<file path="src/rtl/pwmtb_pkg.sv">
package pwmtb_pkg;
    localparam int PHASE_W = 16;
    localparam int RES_W   = 4;
    localparam int DIV_W   = 27;

    // Handoff from the divider to the accumulator
    typedef struct packed {
        logic run;
        logic beat;
    } tick_t;
endpackage

</file>
<file path="src/rtl/pwmtb_divider.sv">
module pwmtb_divider #(
    parameter int DivW = pwmtb_pkg::DIV_W
) (
    input  logic               clk,
    input  logic               rst,
    input  logic               run,
    input  logic [DivW-1:0]    limit,
    output pwmtb_pkg::tick_t   tick_o
);
    logic [DivW-1:0] cnt_q;
    logic            at_end;

    // A greater-or-equal compare keeps a lowered limit from letting the count run away
    assign at_end = (cnt_q >= limit);

    always_ff @(posedge clk) begin
        if (rst || !run) begin
            cnt_q <= '0;
        end else if (at_end) begin
            cnt_q <= '0;
        end else begin
            cnt_q <= cnt_q + 1'b1;
        end
    end

    assign tick_o.run  = run;
    assign tick_o.beat = run && at_end;

    p_idle_zero_r5: assert property (@(posedge clk) disable iff (rst)
        !run |=> (cnt_q == '0));

    p_no_runaway_r6: assert property (@(posedge clk) disable iff (rst)
        (run && (cnt_q > limit)) |=> (cnt_q == '0));
endmodule

</file>
<file path="src/rtl/pwmtb_phase.sv">
module pwmtb_phase #(
    parameter int PhaseW = pwmtb_pkg::PHASE_W,
    parameter int ResW   = pwmtb_pkg::RES_W
) (
    input  logic               clk,
    input  logic               rst,
    input  pwmtb_pkg::tick_t   tick_i,
    input  logic [ResW-1:0]    res,
    output logic [PhaseW-1:0]  phase_o,
    output logic               end_o
);
    localparam int TopBit = PhaseW - 1;

    logic [PhaseW-1:0] phase_q;
    logic              end_q;
    logic [PhaseW-1:0] step;
    logic [PhaseW:0]   sum;

    always_comb begin
        if (int'(res) >= TopBit) begin
            step = PhaseW'(1);
        end else begin
            step = PhaseW'(1) << (TopBit - int'(res));
        end
    end

    assign sum = {1'b0, phase_q} + {1'b0, step};

    always_ff @(posedge clk) begin
        if (rst || !tick_i.run) begin
            phase_q <= '0;
            end_q   <= 1'b0;
        end else begin
            end_q <= tick_i.beat && sum[PhaseW];
            if (tick_i.beat) begin
                phase_q <= sum[PhaseW-1:0];
            end
        end
    end

    assign phase_o = phase_q;
    assign end_o   = end_q;

    p_hold_between_beats_r2: assert property (@(posedge clk) disable iff (rst)
        (tick_i.run && !tick_i.beat) |=> $stable(phase_q));

    p_end_at_zero_r4: assert property (@(posedge clk) disable iff (rst)
        end_q |-> (phase_q == '0));

    p_end_single_r7: assert property (@(posedge clk) disable iff (rst)
        end_q |=> !end_q);
endmodule

</file>
<file path="src/rtl/pwm_timebase.sv">
module pwm_timebase #(
    parameter int PhaseW = pwmtb_pkg::PHASE_W,
    parameter int ResW   = pwmtb_pkg::RES_W,
    parameter int DivW   = pwmtb_pkg::DIV_W
) (
    input  logic               clk,
    input  logic               rst,
    input  logic               run_en,
    input  logic [ResW-1:0]    res_sel,
    input  logic [DivW-1:0]    div_sel,
    output logic [PhaseW-1:0]  phase_o,
    output logic               cycle_end_o
);
    pwmtb_pkg::tick_t tick;

    pwmtb_divider #(.DivW(DivW)) div_i (
        .clk    (clk),
        .rst    (rst),
        .run    (run_en),
        .limit  (div_sel),
        .tick_o (tick)
    );

    pwmtb_phase #(.PhaseW(PhaseW), .ResW(ResW)) acc_i (
        .clk     (clk),
        .rst     (rst),
        .tick_i  (tick),
        .res     (res_sel),
        .phase_o (phase_o),
        .end_o   (cycle_end_o)
    );

    // the step is never zero, so every beat must move the phase
    p_beat_moves_r3: assert property (@(posedge clk) disable iff (rst)
        (tick.beat && run_en) |=> (phase_o != $past(phase_o)));

    // an edge with the enable low leaves the outputs at zero
    p_disabled_zero_r5: assert property (@(posedge clk) disable iff (rst)
        !run_en |=> (phase_o == '0 && !cycle_end_o));
endmodule

</file>
<file path="config.mk">
export PLATFORM = sky130hd
export DESIGN_NAME = pwm_timebase
export DESIGN_NICKNAME = d
export VERILOG_FILES = /design/src/rtl/pwmtb_pkg.sv /design/src/rtl/pwmtb_divider.sv /design/src/rtl/pwmtb_phase.sv /design/src/rtl/pwm_timebase.sv
export SDC_FILE = /design/constraint.sdc
export NUM_CORES = 1
export LEC_CHECK = 0
export BUFFER_PORTS_ARGS = -buffer_cell sky130_fd_sc_hd__buf_4
export CAP_MARGIN = 5
export CORE_MARGIN = 8
export CORE_UTILIZATION = 50
export DETAILED_ROUTE_END_ITERATION = 6
export PLACE_DENSITY_LB_ADDON = 0.25
export SYNTH_ARGS = -nofsm -noshare
export SYNTH_HDL_FRONTEND = slang
export SYNTH_HIERARCHICAL = 1
export SYNTH_SLANG_ARGS = --single-unit
</file>
<file path="constraint.sdc">
create_clock -name clk -period 4.12 [get_ports clk]
set_clock_uncertainty 0.05 [all_clocks]
set_input_delay 0.824 -clock clk [delete_from_list [all_inputs] [get_ports clk]]
set_output_delay 0.824 -clock clk [all_outputs]
set_load 0.02 [all_outputs]
</file>
-- Word level (Yosys, flattened, before mapping)
Cells that the tools add are included.
- output and inout bits: 17
- register bits: 44
- input bits: 34
- logic and storage cells: 15
- $add $sub $neg: 3
- reduce and logical (&&, ||, !) cells: 5
- $lt $le $gt $ge: 2
- shift operators: 1
- multiplexer cells: 1
- operators with widths (cell ; count):
    $shl 1x32->16 const A ; 1
    $add 27x1->27 const B ; 1
    $ge 27x27->1 ; 1
    $add 16x16->17 ; 1
    $mux 16 ; 1
    $sub 4x4->5 const A ; 1
    $ge 4x4->1 const B ; 1
    $logic_and 1x1->1 ; 2
    $reduce_or 2->1 ; 1
    $logic_not 1->1 ; 1
    $logic_or 1x1->1 ; 1

-- Depth between registers and ports, before layout
- depth in word-level cells: 5
- gate-level depth with buffers: 13
- mapped depth without buffers: 11

-- Cells and area by module
The synthesis kept the hierarchy.
- modules (own cells, without submodules) (module ; sequential area each (µm²) ; cells an instance ; area an instance (µm²) ; instances):
    pwmtb_divider ; 540.5 ; 232 ; 2169.6 ; 1
    pwmtb_phase ; 340.3 ; 194 ; 1520.2 ; 1

-- Least setup slack after synthesis
No wires, ideal clock.
- kind: input to register
- start point: input port div_sel[26]
- end point: register acc_i.phase_q[7], in the netlist acc_i/phase_o[7]
- stages: 11
- path slack: 854 ps
- setup time: 79 ps
- data arrival time: 3137 ps
- required time: 3991 ps
- cells stage by stage: inv_1 > ha_1 > nand4_2 > nor4_4 > o311a_1 > buf_6 > o21a_1 > buf_2 > clkinv_1 > or3_2 > o211ai_1
- RTL lines (element ; RTL line ; text):
    start, declared ; pwm_timebase.sv:10 ; input logic [DivW-1:0] div_sel,
    end signal, assigned ; pwmtb_phase.sv:36 ; phase_q <= sum[PhaseW-1:0];
    end, declared ; pwmtb_phase.sv:14 ; logic [PhaseW-1:0] phase_q;

==> flow_summary.ini <==
[worst_setup_path]
crit_fanout = 10
crit_required_ns = 4.29
crit_slowest_cell = or3_2
arrival_ns = 3.24
cp-end-kind = flop
crit_type = in2reg
critPathTopFamily = simple AND/OR/NAND/NOR gates
timing.critical_path.cells = buf_4, inv_1, ha_1, nand4_2, nor4_4, o311a_1, o21a_1, clkinv_1, or3_2, o211ai_1
cpPeakStageDelay_ns = 0.55
cp-start-kind = primary input
cp_num_buf_inv = 3

[min_path]
hold_path_class = reg2reg

[floorplanning]
rows = 31
core_area_sq_mm = 0.007214
die_area_sq_mm = 0.01038
die_x_microns = 101.9
start_util_pct = 51.14
ios = 51
die_y_microns = 101.9

[clock_network]
ctsResizeCount = 0
clk_latency_ns = 0.30
cts-root-buf = clkbuf_8
clkTransAtPathRegs_ns = 0.09
cts_buffers = 5
cts_tree = built
clock-sinks = 44
cts_setup_buffers = 0
htree_levels = 2
cts_buffer_depth = 2
cts_hold_buf = 0

[sta]
fin_tns_setup_ns = 0
finalCriticalPeriod_ns = 3.070
grt_setup_unrepaired = false
max_slew.worst_pin.slew_ns = 0.9744
fmax_ghz = 0.3257
setup_violations = 0
layout_setup_ws_ns = 1.050
min_period_over_period_pct = 74.52
max-slew-margin-rel_pct = 34.91
report.final.slew_viol_count = 0
hold_viol_final = 0

[finish]
multiInputGateArea_sq_mm = 0.002556
antenna_cells = 0
fillerInstances = 699
drive_above_1_share_pct = 24.31
nets = 551
syn2layout_area_growth_pct = 13.60
ff_latch_area_sq_um = 880.8

[flow_run]
cap_violations = 0

[placement]
io_buffers = 50
globalplace.congestion = 0.8920
dp_slack_ns = 0.7365
hpwl_microns = 6876

[synthesis]
synth-seq-cells = 44
async_flop_share_pct = 0
ys_seq_area_share_pct = 23.87
synth_area_per_cell_sq_um = 8.661
ys_types = 67
synth.area.top_cells = dfxtp_1 (24%), ha_1 (15%), nor3_2 (5.7%)
synth_area_sq_mm = 0.003690
postSynthCellCount = 426
netlist.area_leader.share_pct = 23.87
synthFlopType = dfxtp_1
yosys.area.top_type = dfxtp_1
synth_edf_count = 0
synth.net_count = 505
yosysWarnings = 6

[global_route]
grt_usage_pct = 17.02
grt_pass1_vias = 3131
grt_pass1_wl_microns = 14520
antenna_found_initial = 0
overflow = 0
grt_max_degree = 28

[route]
drt-total-wl_microns = 8613
post_drt_wl_per_cell_microns = 15.06
drtPass1Iterations = 4
vias_per_cell = 5.544
drc = 0
ant_nets = 0
drtIter0Drc = 141
vias = 3171

[run_status]
outcome = finished, final reports clean

[power]
power.density_mw_per_mm2 = 193.3
peakVddDrop_uv = 154.5
cellLeakagePower_nw = 1.834
==> layer usage <==
metal / wire [microns] / vias to the layer above / GRT usage (%)
li1: - / 1618 / -
met1: 3835 / 1495 / 20.84
met2: 4365 / 52 / 30.78
met3: 341 / 6 / 2.725
met4: 71 / 0 / 2.822
met5: 0 / - / 0
==> worst paths after layout <==
check,start,end,slack (ns),cells past startpoint
max reg2reg,div_i/cnt_q[24],acc_i/phase_o[7],1.31,8
max,div_sel[26],acc_i/phase_o[7],1.05,10
min reg2reg,acc_i/phase_o[14],acc_i/phase_o[14],0.42,2
min,acc_i/phase_o[14],acc_i/phase_o[14],0.42,2
==> tightest hold or removal path: stages, from the launching register on <==
cell     delay (ns)
dfxtp_1        0.34
nand2_1        0.06
nand2_1        0.04
==> final cells by class <==
type                            count  area share [%]
Sequential cell                    44           21.01
Timing Repair Buffer               52           9.313
Clock buffer                        5           1.642
Inverter                           39           3.493
Multi-Input combinational cell    330           60.99
Tap cell                           99           2.955
Clock inverter                      3          0.5970
==> kinds of logic (layout without fill, tap and decap cells) <==
group,after synthesis,after routing,synth area share [%]
and+or+nand+nor,173,173,30.55
AOI/OAI and AO/OA,73,73,13.67
buffers and inverters,52,99,6.849
DFF,44,44,23.87
adders and majority gates,45,45,15.46
muxes,9,9,2.475
xor gates and xnor gates,30,30,7.121
==> cell usage after synthesis (8+ instances only) <==
master	n
xor2_1	8
nor2_1	28
nor3_1	17
xnor2_1	22
inv_1	38
mux2i_1	8
nand4_1	11
dfxtp_1	44
and3_1	8
ha_1	44
nor3_2	21
a21oi_1	29
nand2_1	30
nand3_1	18
==> per-stage QoR <==
| step | cells | power [mW] | cell area, sq um | hold slack (ns) | util, % |
|---|---|---|---|---|---|
| 2_1_floorplan | 426 | 0.4862 | 3690 | 0.4018 | - |
| 3_3_place_gp | 564 | 0.5212 | 4098 | 0.4094 | 56.80 |
| 3_5_place_dp | 564 | 0.5233 | 4098 | 0.4092 | 56.80 |
| 4_1_cts | 572 | 0.8186 | 4192 | 0.4229 | 58.10 |
| 5_1_grt | 572 | 0.8424 | 4192 | 0.4599 | 58.10 |
| 6_report | 572 | 0.8104 | 4192 | 0.4244 | 58.10 |
==> placed cells by master (no fill, tap or decap), types with 7 or more instances in the layout <==
master	n
nor3_2	21
inv_1	38
a21oi_1	29
xor2_1	8
nand4_1	11
xnor2_1	22
dfxtp_1	44
nor2_1	28
nor3_1	17
ha_1	44
nand2_1	30
and3_1	8
mux2i_1	8
buf_4	52
a21o_1	7
nand3_1	18
==> sequential cells by signal (all words and copies together), names as in the netlist <==
| name | cells |
|---|---|
| acc_i/end_o | 1 |
| acc_i/phase_o | 16 |
| div_i/cnt_q | 27 |
==> where the power goes <==
part / internal, mW / switching [mW]
Clock: 0.124 / 0.174
Combinational: 0.0389 / 0.0469
Sequential: 0.426 / 0.000922
Total: 0.589 / 0.221
Power figures use the tool's default switching activity.
